## config.mk

```make
export PLATFORM = sky130hd
export DESIGN_NAME = dr_stage
export DESIGN_NICKNAME = d
export VERILOG_FILES = /design/src/rtl/dr_pkg.sv /design/src/rtl/dr_celem.sv /design/src/rtl/dr_bit_latch.sv /design/src/rtl/dr_done_tree.sv /design/src/rtl/dr_stage.sv
export SDC_FILE = /design/constraint.sdc
export NUM_CORES = 1
export LEC_CHECK = 0
export ABC_AREA = 1
export BUFFER_PORTS_ARGS = -buffer_cell sky130_fd_sc_hd__buf_2
export CAP_MARGIN = 20
export CORE_ASPECT_RATIO = 1.1
export CORE_MARGIN = 2
export CORE_UTILIZATION = 30
export CTS_BUF_LIST = sky130_fd_sc_hd__clkbuf_16
export CTS_CLUSTER_SIZE = 20
export DETAILED_ROUTE_END_ITERATION = 7
export PLACE_DENSITY = 0.52
export SETUP_SLACK_MARGIN = 0.2
export SLEW_MARGIN = 15
export SYNTH_ARGS = -nofsm -noshare
export SYNTH_HDL_FRONTEND = slang
export SYNTH_SLANG_ARGS = --single-unit
```

## constraint.sdc

```tcl
create_clock -name clk -period 1.5 [get_ports clk]
set_clock_uncertainty 0.2 [all_clocks]
set_input_delay 0.3 -clock clk [delete_from_list [all_inputs] [get_ports clk]]
set_output_delay 0.3 -clock clk [all_outputs]
set_load 0.03 [all_outputs]
```

## src/rtl/dr_pkg.sv

```systemverilog
package dr_pkg;

   // One dual-rail bit holds a value when exactly one rail is high.
   function automatic logic dr_is_valid(input logic t, input logic f);
      return t ^ f;
   endfunction

   // Spacer: both rails low.
   function automatic logic dr_is_spacer(input logic t, input logic f);
      return ~(t | f);
   endfunction

   // Illegal: both rails high.
   function automatic logic dr_is_illegal(input logic t, input logic f);
      return t & f;
   endfunction

endpackage

```

## src/rtl/dr_celem.sv

```systemverilog
module dr_celem (
   input  logic clk,
   input  logic rst_n,
   input  logic a,
   input  logic b,
   output logic y
);

   always_ff @(posedge clk or negedge rst_n) begin
      if (!rst_n)
         y <= 1'b0;
      else if (a == b)
         y <= a;
   end

endmodule

```

## src/rtl/dr_bit_latch.sv

```systemverilog
module dr_bit_latch (
   input  logic clk,
   input  logic rst_n,
   input  logic in_t,
   input  logic in_f,
   input  logic ack_nxt,
   output logic q_t,
   output logic q_f
);

   logic open_n;
   assign open_n = ~ack_nxt;

   dr_celem i_c_true (
      .clk   (clk),
      .rst_n (rst_n),
      .a     (in_t),
      .b     (open_n),
      .y     (q_t)
   );

   dr_celem i_c_false (
      .clk   (clk),
      .rst_n (rst_n),
      .a     (in_f),
      .b     (open_n),
      .y     (q_f)
   );

   // while downstream acknowledges, a low rail stays low
   p_no_capture_r4: assert property (@(posedge clk) disable iff (!rst_n)
      (ack_nxt && !q_t) |=> !q_t);
   p_no_capture_f_r4: assert property (@(posedge clk) disable iff (!rst_n)
      (ack_nxt && !q_f) |=> !q_f);

   // a held rail stays high until downstream acknowledges
   p_hold_t_r5: assert property (@(posedge clk) disable iff (!rst_n)
      (q_t && !ack_nxt) |=> q_t);
   p_hold_f_r5: assert property (@(posedge clk) disable iff (!rst_n)
      (q_f && !ack_nxt) |=> q_f);

endmodule

```

## src/rtl/dr_done_tree.sv

```systemverilog
module dr_done_tree #(
   parameter int WIDTH = 8
) (
   input  logic             clk,
   input  logic             rst_n,
   input  logic [WIDTH-1:0] q_t,
   input  logic [WIDTH-1:0] q_f,
   output logic             done,
   output logic             code_err
);
   import dr_pkg::*;

   localparam int LEVELS = (WIDTH > 1) ? $clog2(WIDTH) : 0;
   localparam int LEAVES = 1 << LEVELS;
   localparam int NODES  = 2 * LEAVES - 1;

   initial begin
      if (WIDTH < 1) $error("dr_done_tree: WIDTH must be at least 1");
   end

   // Heap-ordered reduction: node 0 is the root, leaves start at LEAVES-1.
   logic [NODES-1:0] all_full;
   logic [NODES-1:0] all_empty;
   logic [WIDTH-1:0] bad;

   for (genvar g = 0; g < LEAVES; g++) begin : g_leaf
      if (g < WIDTH) begin : g_real
         assign all_full[LEAVES-1+g]  = dr_is_valid(q_t[g], q_f[g]);
         assign all_empty[LEAVES-1+g] = dr_is_spacer(q_t[g], q_f[g]);
         assign bad[g]                = dr_is_illegal(q_t[g], q_f[g]);
      end else begin : g_pad
         assign all_full[LEAVES-1+g]  = 1'b1;
         assign all_empty[LEAVES-1+g] = 1'b1;
      end
   end

   for (genvar n = 0; n < LEAVES - 1; n++) begin : g_node
      assign all_full[n]  = all_full[2*n+1]  & all_full[2*n+2];
      assign all_empty[n] = all_empty[2*n+1] & all_empty[2*n+2];
   end

   logic not_empty;
   assign not_empty = ~all_empty[0];

   // Final C-element: rises on a complete word, falls on a complete spacer.
   dr_celem i_c_done (
      .clk   (clk),
      .rst_n (rst_n),
      .a     (all_full[0]),
      .b     (not_empty),
      .y     (done)
   );

   always_ff @(posedge clk or negedge rst_n) begin
      if (!rst_n)
         code_err <= 1'b0;
      else
         code_err <= |bad;
   end

endmodule

```

## src/rtl/dr_stage.sv

```systemverilog
module dr_stage #(
   parameter int WIDTH = 8
) (
   input  logic             clk,
   input  logic             rst_n,
   input  logic [WIDTH-1:0] up_t,
   input  logic [WIDTH-1:0] up_f,
   output logic             up_ack,
   output logic [WIDTH-1:0] dn_t,
   output logic [WIDTH-1:0] dn_f,
   input  logic             dn_ack,
   output logic             code_err
);

   initial begin
      if (WIDTH < 1) $error("dr_stage: WIDTH must be at least 1");
   end

   for (genvar b = 0; b < WIDTH; b++) begin : g_bit
      dr_bit_latch i_latch (
         .clk     (clk),
         .rst_n   (rst_n),
         .in_t    (up_t[b]),
         .in_f    (up_f[b]),
         .ack_nxt (dn_ack),
         .q_t     (dn_t[b]),
         .q_f     (dn_f[b])
      );
   end

   dr_done_tree #(.WIDTH(WIDTH)) i_done (
      .clk      (clk),
      .rst_n    (rst_n),
      .q_t      (dn_t),
      .q_f      (dn_f),
      .done     (up_ack),
      .code_err (code_err)
   );

   // acknowledge rises only after a fully valid latched word
   p_ack_rise_full_r6: assert property (@(posedge clk) disable iff (!rst_n)
      $rose(up_ack) |-> $past((dn_t ^ dn_f) == {WIDTH{1'b1}}));

   // acknowledge falls only after a full spacer
   p_ack_fall_empty_r7: assert property (@(posedge clk) disable iff (!rst_n)
      $fell(up_ack) |-> $past((dn_t | dn_f) == '0));

   // a latched illegal bit is reported
   p_err_flag_r9: assert property (@(posedge clk) disable iff (!rst_n)
      ((dn_t & dn_f) != '0) |=> code_err);

endmodule

```

==> flow_summary.ini, run 1 <==
[clock_network]
cts_buffers = 3
tritoncts = yes
htreeDepth = 1
clkTransAtPathRegs_ns = 0.05
cts.sinks = 18
cts_buffer_depth = 2
root_buffer = clkbuf_16
clk_latency_ns = 0.25

[setup_path]
end_kind = output pin
crit_slowest_cell = dfrtp_1
critPathArrivalTime_ns = 0.92
path_cells = buf_4, buf_6
cp-start-kind = register
cpPeakStageDelay_ns = 0.40
cp_data_required_time_ns = 1.00
cp_max_fo = 3
worstSetupPathType = register to output pin

[floorplanning]
io_pins = 37
chipHeight_um = 67.9
coreArea_sq_um = 3600
std_cell_rows = 23
start_util_pct = 31.0
fp.dieArea_sq_um = 4220
die_w_um = 62.1

[min_path]
min-delay-path-class = input port to register

[yosys]
synthCells = 110
synth_top_area_cell = dfrtp_1
syn_nets = 145
yosys_warnings = 0
postSynthAreaPerCell_sq_um = 10.1
synth_area_leaders = dfrtp_1 40%, ha_1 18%, buf_4 11%, maj3_2 8.1%, inv_1 6.1%
synth.top_cell.area_share_pct = 40.4
ys_ff_latch = 18
ys_seq_area_share_pct = 40.4
synthesis.area_sq_um = 1110
synth.distinct_cells = 14

[global_routing]
grt-ovfl-total = 0
grt_pass1_wl_mm = 3.82
grt.total_usage_pct = 12.5
antenna_found_initial = 0
grt_max_degree = 19
grt_pass1_vias = 904

[timing]
fin_tns_setup_ns = 0
min_period_over_period_pct = 94.6
rsz0062_at_grt = true
max_slew_margin_pct = 71.1
tightest_slew_ns = 0.433
whs_ns = 0.0607
finalMaxSlewViolations = 0
finalHoldViolCount = 0
setup_violations = 0
fin_crit_ns = 1.42
max_freq_mhz = 705

[routing]
wl_per_cell_um = 11.7
wirelength_mm = 2.45
drc = 0
viasPerCell = 4.13
drt-pass1-iter-count = 4
dr_total_vias = 864
ant_nets = 0
drt_iter0_markers = 21

[final_layout]
final_nets = 195
final_common_cell = buf_6
final_cell_mix = 25 x buf_6, 19 x buf_2, 18 x dfrtp_1
antennaDiodeCount = 0
drive_gt1_share_pct = 57.2
fin_util_pct = 48.3
area.growth.synth_to_final_pct = 56.2

[power_and_ir_drop]
ir_drop_mv = 0.382
p_total_mw = 1.78
p_per_area_nw_per_um2 = 1020
p_leak_nw = 0.867

[place]
place_congestion = 0.689
port_buffers = 36
place_hpwl_mm = 1.61

[job]
maxCapViolCount = 0

[outcome]
status = complete, no violations
==> flip-flops by register name (all words and copies together) (netlist names) <==
| register | flops |
|---|---|
| i_done.code_err | 1 |
| i_done.i_c_done.y | 1 |
| g_bit.i_latch.i_c_true.y | 8 |
| g_bit.i_latch.i_c_false.y | 8 |
==> what timing repair did <==
item | in CTS | in global routing
gates resized for setup | 39 | 27
endpoints found under the hold margin | 18 | 0
setup buffers | 17 | 7
pin swaps | 4 | 12
setup endpoints to repair | 18 | 20
hold buffers | 1 | 0
==> layer usage <==
metal | GRT usage (%) | up-vias | wire (um)
met3 | 2.08 | 5 | 116
met4 | 7.18 | 0 | 61
li1 | - | 427 | -
met5 | 0 | - | 0
met1 | 14.7 | 404 | 986
met2 | 21.0 | 28 | 1290
==> logic make-up after synthesis <==
| group | count (synthesis) | synth area share, % |
|---|---|---|
| buffers and inverters | 36 | 18.2 |
| adders and majority gates | 30 | 31.5 |
| and+or+nand+nor | 22 | 8.09 |
| DFF | 18 | 40.4 |
| AOI/OAI and AO/OA | 4 | 1.80 |
==> stage by stage <==
stage | std cells | setup slack [ns] | instance area, sq um
finish | 209 | 0.0814 | 1740
global route | 209 | 0.0321 | 1740
CTS | 202 | 0.0980 | 1580
detailed placement | 180 | 0.115 | 1230
global placement | 180 | 0.134 | 1230
floorplan | 110 | 0.217 | 1110
==> cell type report <==
| type | instances | area, sq um |
|---|---|---|
| multi-input cells | 56 | 559 |
| flip-flops and latches | 18 | 450 |
| inverters | 19 | 73.8 |
| clock buffers | 3 | 75.1 |
| well taps | 50 | 62.6 |
| repair buffers | 62 | 514 |
| fillers | 346 | 1860 |
| clock inverters | 1 | 3.75 |
==> where the power goes <==
group | switching, mW | internal (mW)
logic | 0.318 | 0.331
registers | 0.0532 | 0.542
clock network | 0.182 | 0.355
==> worst paths after layout <==
kind                                                      to  depth (start not counted)                    startpoint  slack [ns]
worst max register to register             i_done.i_c_done.y                          8  g_bit[5].i_latch.i_c_false.y        0.11
worst max-delay path                                 dn_f[7]                          2  g_bit[7].i_latch.i_c_false.y        0.08
min in group asynchronous       g_bit[7].i_latch.i_c_false.y                          2                         rst_n        0.32
worst min register to register  g_bit[5].i_latch.i_c_false.y                          2  g_bit[5].i_latch.i_c_false.y        0.44
max in group asynchronous                    i_done.code_err                          2                         rst_n        0.48
worst min-delay path            g_bit[5].i_latch.i_c_false.y                          2                        dn_ack        0.06
==> critical path, delay by kind of cell (launching register included) <==
family                 cells  cell delay [ns]
buffers and inverters      2             0.27
flip-flops                 1             0.40
==> synthesized netlist by cell type, drive strengths merged <==
cell type and n:
inv 19, dfrtp 18, buf 17, ha 16, maj3 14, nand2 12
nor2 7, a21oi 4, nand3 1, nand3b 1, nand4 1
Power figures use the tool's default switching activity.
==> inputs of run 2 (changes only) <==
==> constraint.sdc (replaced) <==
create_clock -name clk -period 1.5 [get_ports clk]
set_clock_uncertainty 0.2 [all_clocks]
set_input_delay 0.15 -clock clk [delete_from_list [all_inputs] [get_ports clk]]
set_output_delay 0.15 -clock clk [all_outputs]
set_load 0.03 [all_outputs]
==> run 2 against run 1 <==
  * Combinational power down 13%
  * Global-route usage up 0.23 points
  * First-iteration DRC count down 38%
  * Sequential share of layout area up 0.53 points
  * Non-clock buffer count up 9
  * Flip-flop and latch count unchanged
  * Critical path depth up 1
  * Clock-buffer cell count unchanged
  * Via count up 1.9%
  * Sequential power down 3%
  * Total power down 5.9%
  * Routed wire length down 3.0%
  * Highest routed layer unchanged
==> flow_summary.ini, run 2 (synthesis gave the netlist of run 1 again) <==
[final_layout]
final_cell_mix = 22 x buf_2, 18 x inv_1, 18 x dfrtp_1, 18 x buf_4, 17 x dlygate4sd3_1
final_cell_area_sq_um = 1700
final_nets = 204
top_regs = g_bit.i_latch.i_c_false.y: 8 flops, g_bit.i_latch.i_c_true.y: 8 flops
drive_gt1_share_pct = 41.1
area.growth.synth_to_final_pct = 53.0
antennaDiodeCount = 0
final_common_cell = buf_2

[routing]
ant_nets = 0
drt_iter0_markers = 13
drt-pass1-iter-count = 4
wl_per_cell_um = 10.9
dr_total_vias = 880
drc = 0
wirelength_mm = 2.38
viasPerCell = 4.04

[job]
maxCapViolCount = 0

[clock_network]
tritoncts = yes
cts.sinks = 18
cts_buffer_depth = 2
htreeDepth = 1
clkTransAtPathRegs_ns = 0.05
clk_latency_ns = 0.25
cts_buffers = 3
root_buffer = clkbuf_16

[floorplanning]
std_cell_rows = 23
chipHeight_um = 67.9
fp.dieArea_sq_um = 4220
start_util_pct = 31.0
die_w_um = 62.1
coreArea_sq_um = 3600
io_pins = 37

[setup_path]
worstSetupPathType = register to output pin
worst-path-buf-inv = 3
end_kind = output pin
cpPeakStageDelay_ns = 0.39
cp-start-kind = register
crit_family = flip-flops
path_common_cell = buf_6
cp_data_required_time_ns = 1.15
critPathArrivalTime_ns = 1.00
crit_slowest_cell = dfrtp_1
cp_max_fo = 2
path_cells = buf_6, buf_6, buf_6

[timing]
max_slew_margin_pct = 71.4
fin_crit_ns = 1.35
tightest_slew_ns = 0.429
finalMaxSlewViolations = 0
finalHoldViolCount = 0
setup_violations = 0
rsz0062_at_grt = true
min_period_over_period_pct = 90.0
max_freq_mhz = 741
fin_tns_setup_ns = 0
whs_ns = 0.00308

[global_routing]
grt_pass1_wl_mm = 3.89
antenna_found_initial = 0
grt_max_degree = 19
grt.total_usage_pct = 12.7
grt_pass1_vias = 916
grt-ovfl-total = 0

[place]
place_hpwl_mm = 1.61
port_buffers = 36
dpl_cell_area_sq_um = 1230
place_congestion = 0.689

[power_and_ir_drop]
ir_drop_mv = 0.354
p_leak_nw = 0.883
p_total_mw = 1.68
p_per_area_nw_per_um2 = 983

[min_path]
min-delay-path-class = input port to register

[outcome]
status = complete, no violations
[run 2: cell count changes in the layout (fill, tap and decap cells not counted), moves of 3 or more]
cell | before | now
buf_2 | 19 | 22
buf_6 | 25 | 14
dlygate4sd3_1 | 1 | 17
ha_1 | 9 | 15
ha_4 | 5 | 0
nand2_1 | 9 | 12
nand2_2 | 3 | 0
nor2_1 | 2 | 5
[run 2: final cells by class]
cell class,instances,area [sq um]
Fill cell,355,1890
Timing Repair Buffer,71,573
Sequential cell,18,450
Tap cell,50,62.6
Multi-Input combinational cell,56,468
Clock inverter,1,3.75
Inverter,19,71.3
Clock buffer,3,75.1
[run 2: layer usage]
layer  global-route usage [%]  routed length [um]
met1                     15.0                1010
met2                     21.2                1200
met3                     2.08                 106
met4                     7.45                  63
met5                        0                   0
[run 2: what timing repair did]
item                                   in CTS  in global routing
setup endpoints to repair                   2                 16
resized for setup                           2                 42
pin swaps                                   0                  4
hold buffers                               16                  1
buffers inserted                           16                  1
endpoints found under the hold margin      32                  1
[run 2: through the flow]
stage	util (%)	setup WS (ns)	std cells
2_1_floorplan	-	0.217	110
3_3_place_gp	34.3	0.134	180
3_5_place_dp	34.3	0.115	180
4_1_cts	44.4	0.158	216
5_1_grt	47.4	0.0528	218
6_report	47.4	0.150	218
[run 2: report_power, final]
group,total [mW],internal [mW],switching (mW),leakage (nW)
Sequential,0.576,0.542,0.0338,0.210
Combinational,0.563,0.270,0.293,0.634
Clock,0.537,0.355,0.182,0.0385
[run 2: worst paths after layout]
| check | startpoint | slack (ns) | end | depth (start not counted) |
|---|---|---|---|---|
| worst max-delay path | g_bit[4].i_latch.i_c_true.y | 0.15 | dn_t[4] | 3 |
| max in group asynchronous | rst_n | 0.63 | i_done.code_err | 2 |
| worst min-delay path | up_f[3] | 0.003 | g_bit[3].i_latch.i_c_false.y | 2 |
| worst min register to register | i_done.i_c_done.y | 0.35 | i_done.i_c_done.y | 2 |
| min in group asynchronous | rst_n | 0.17 | g_bit[7].i_latch.i_c_true.y | 2 |
| worst max register to register | g_bit[2].i_latch.i_c_false.y | 0.17 | i_done.i_c_done.y | 8 |
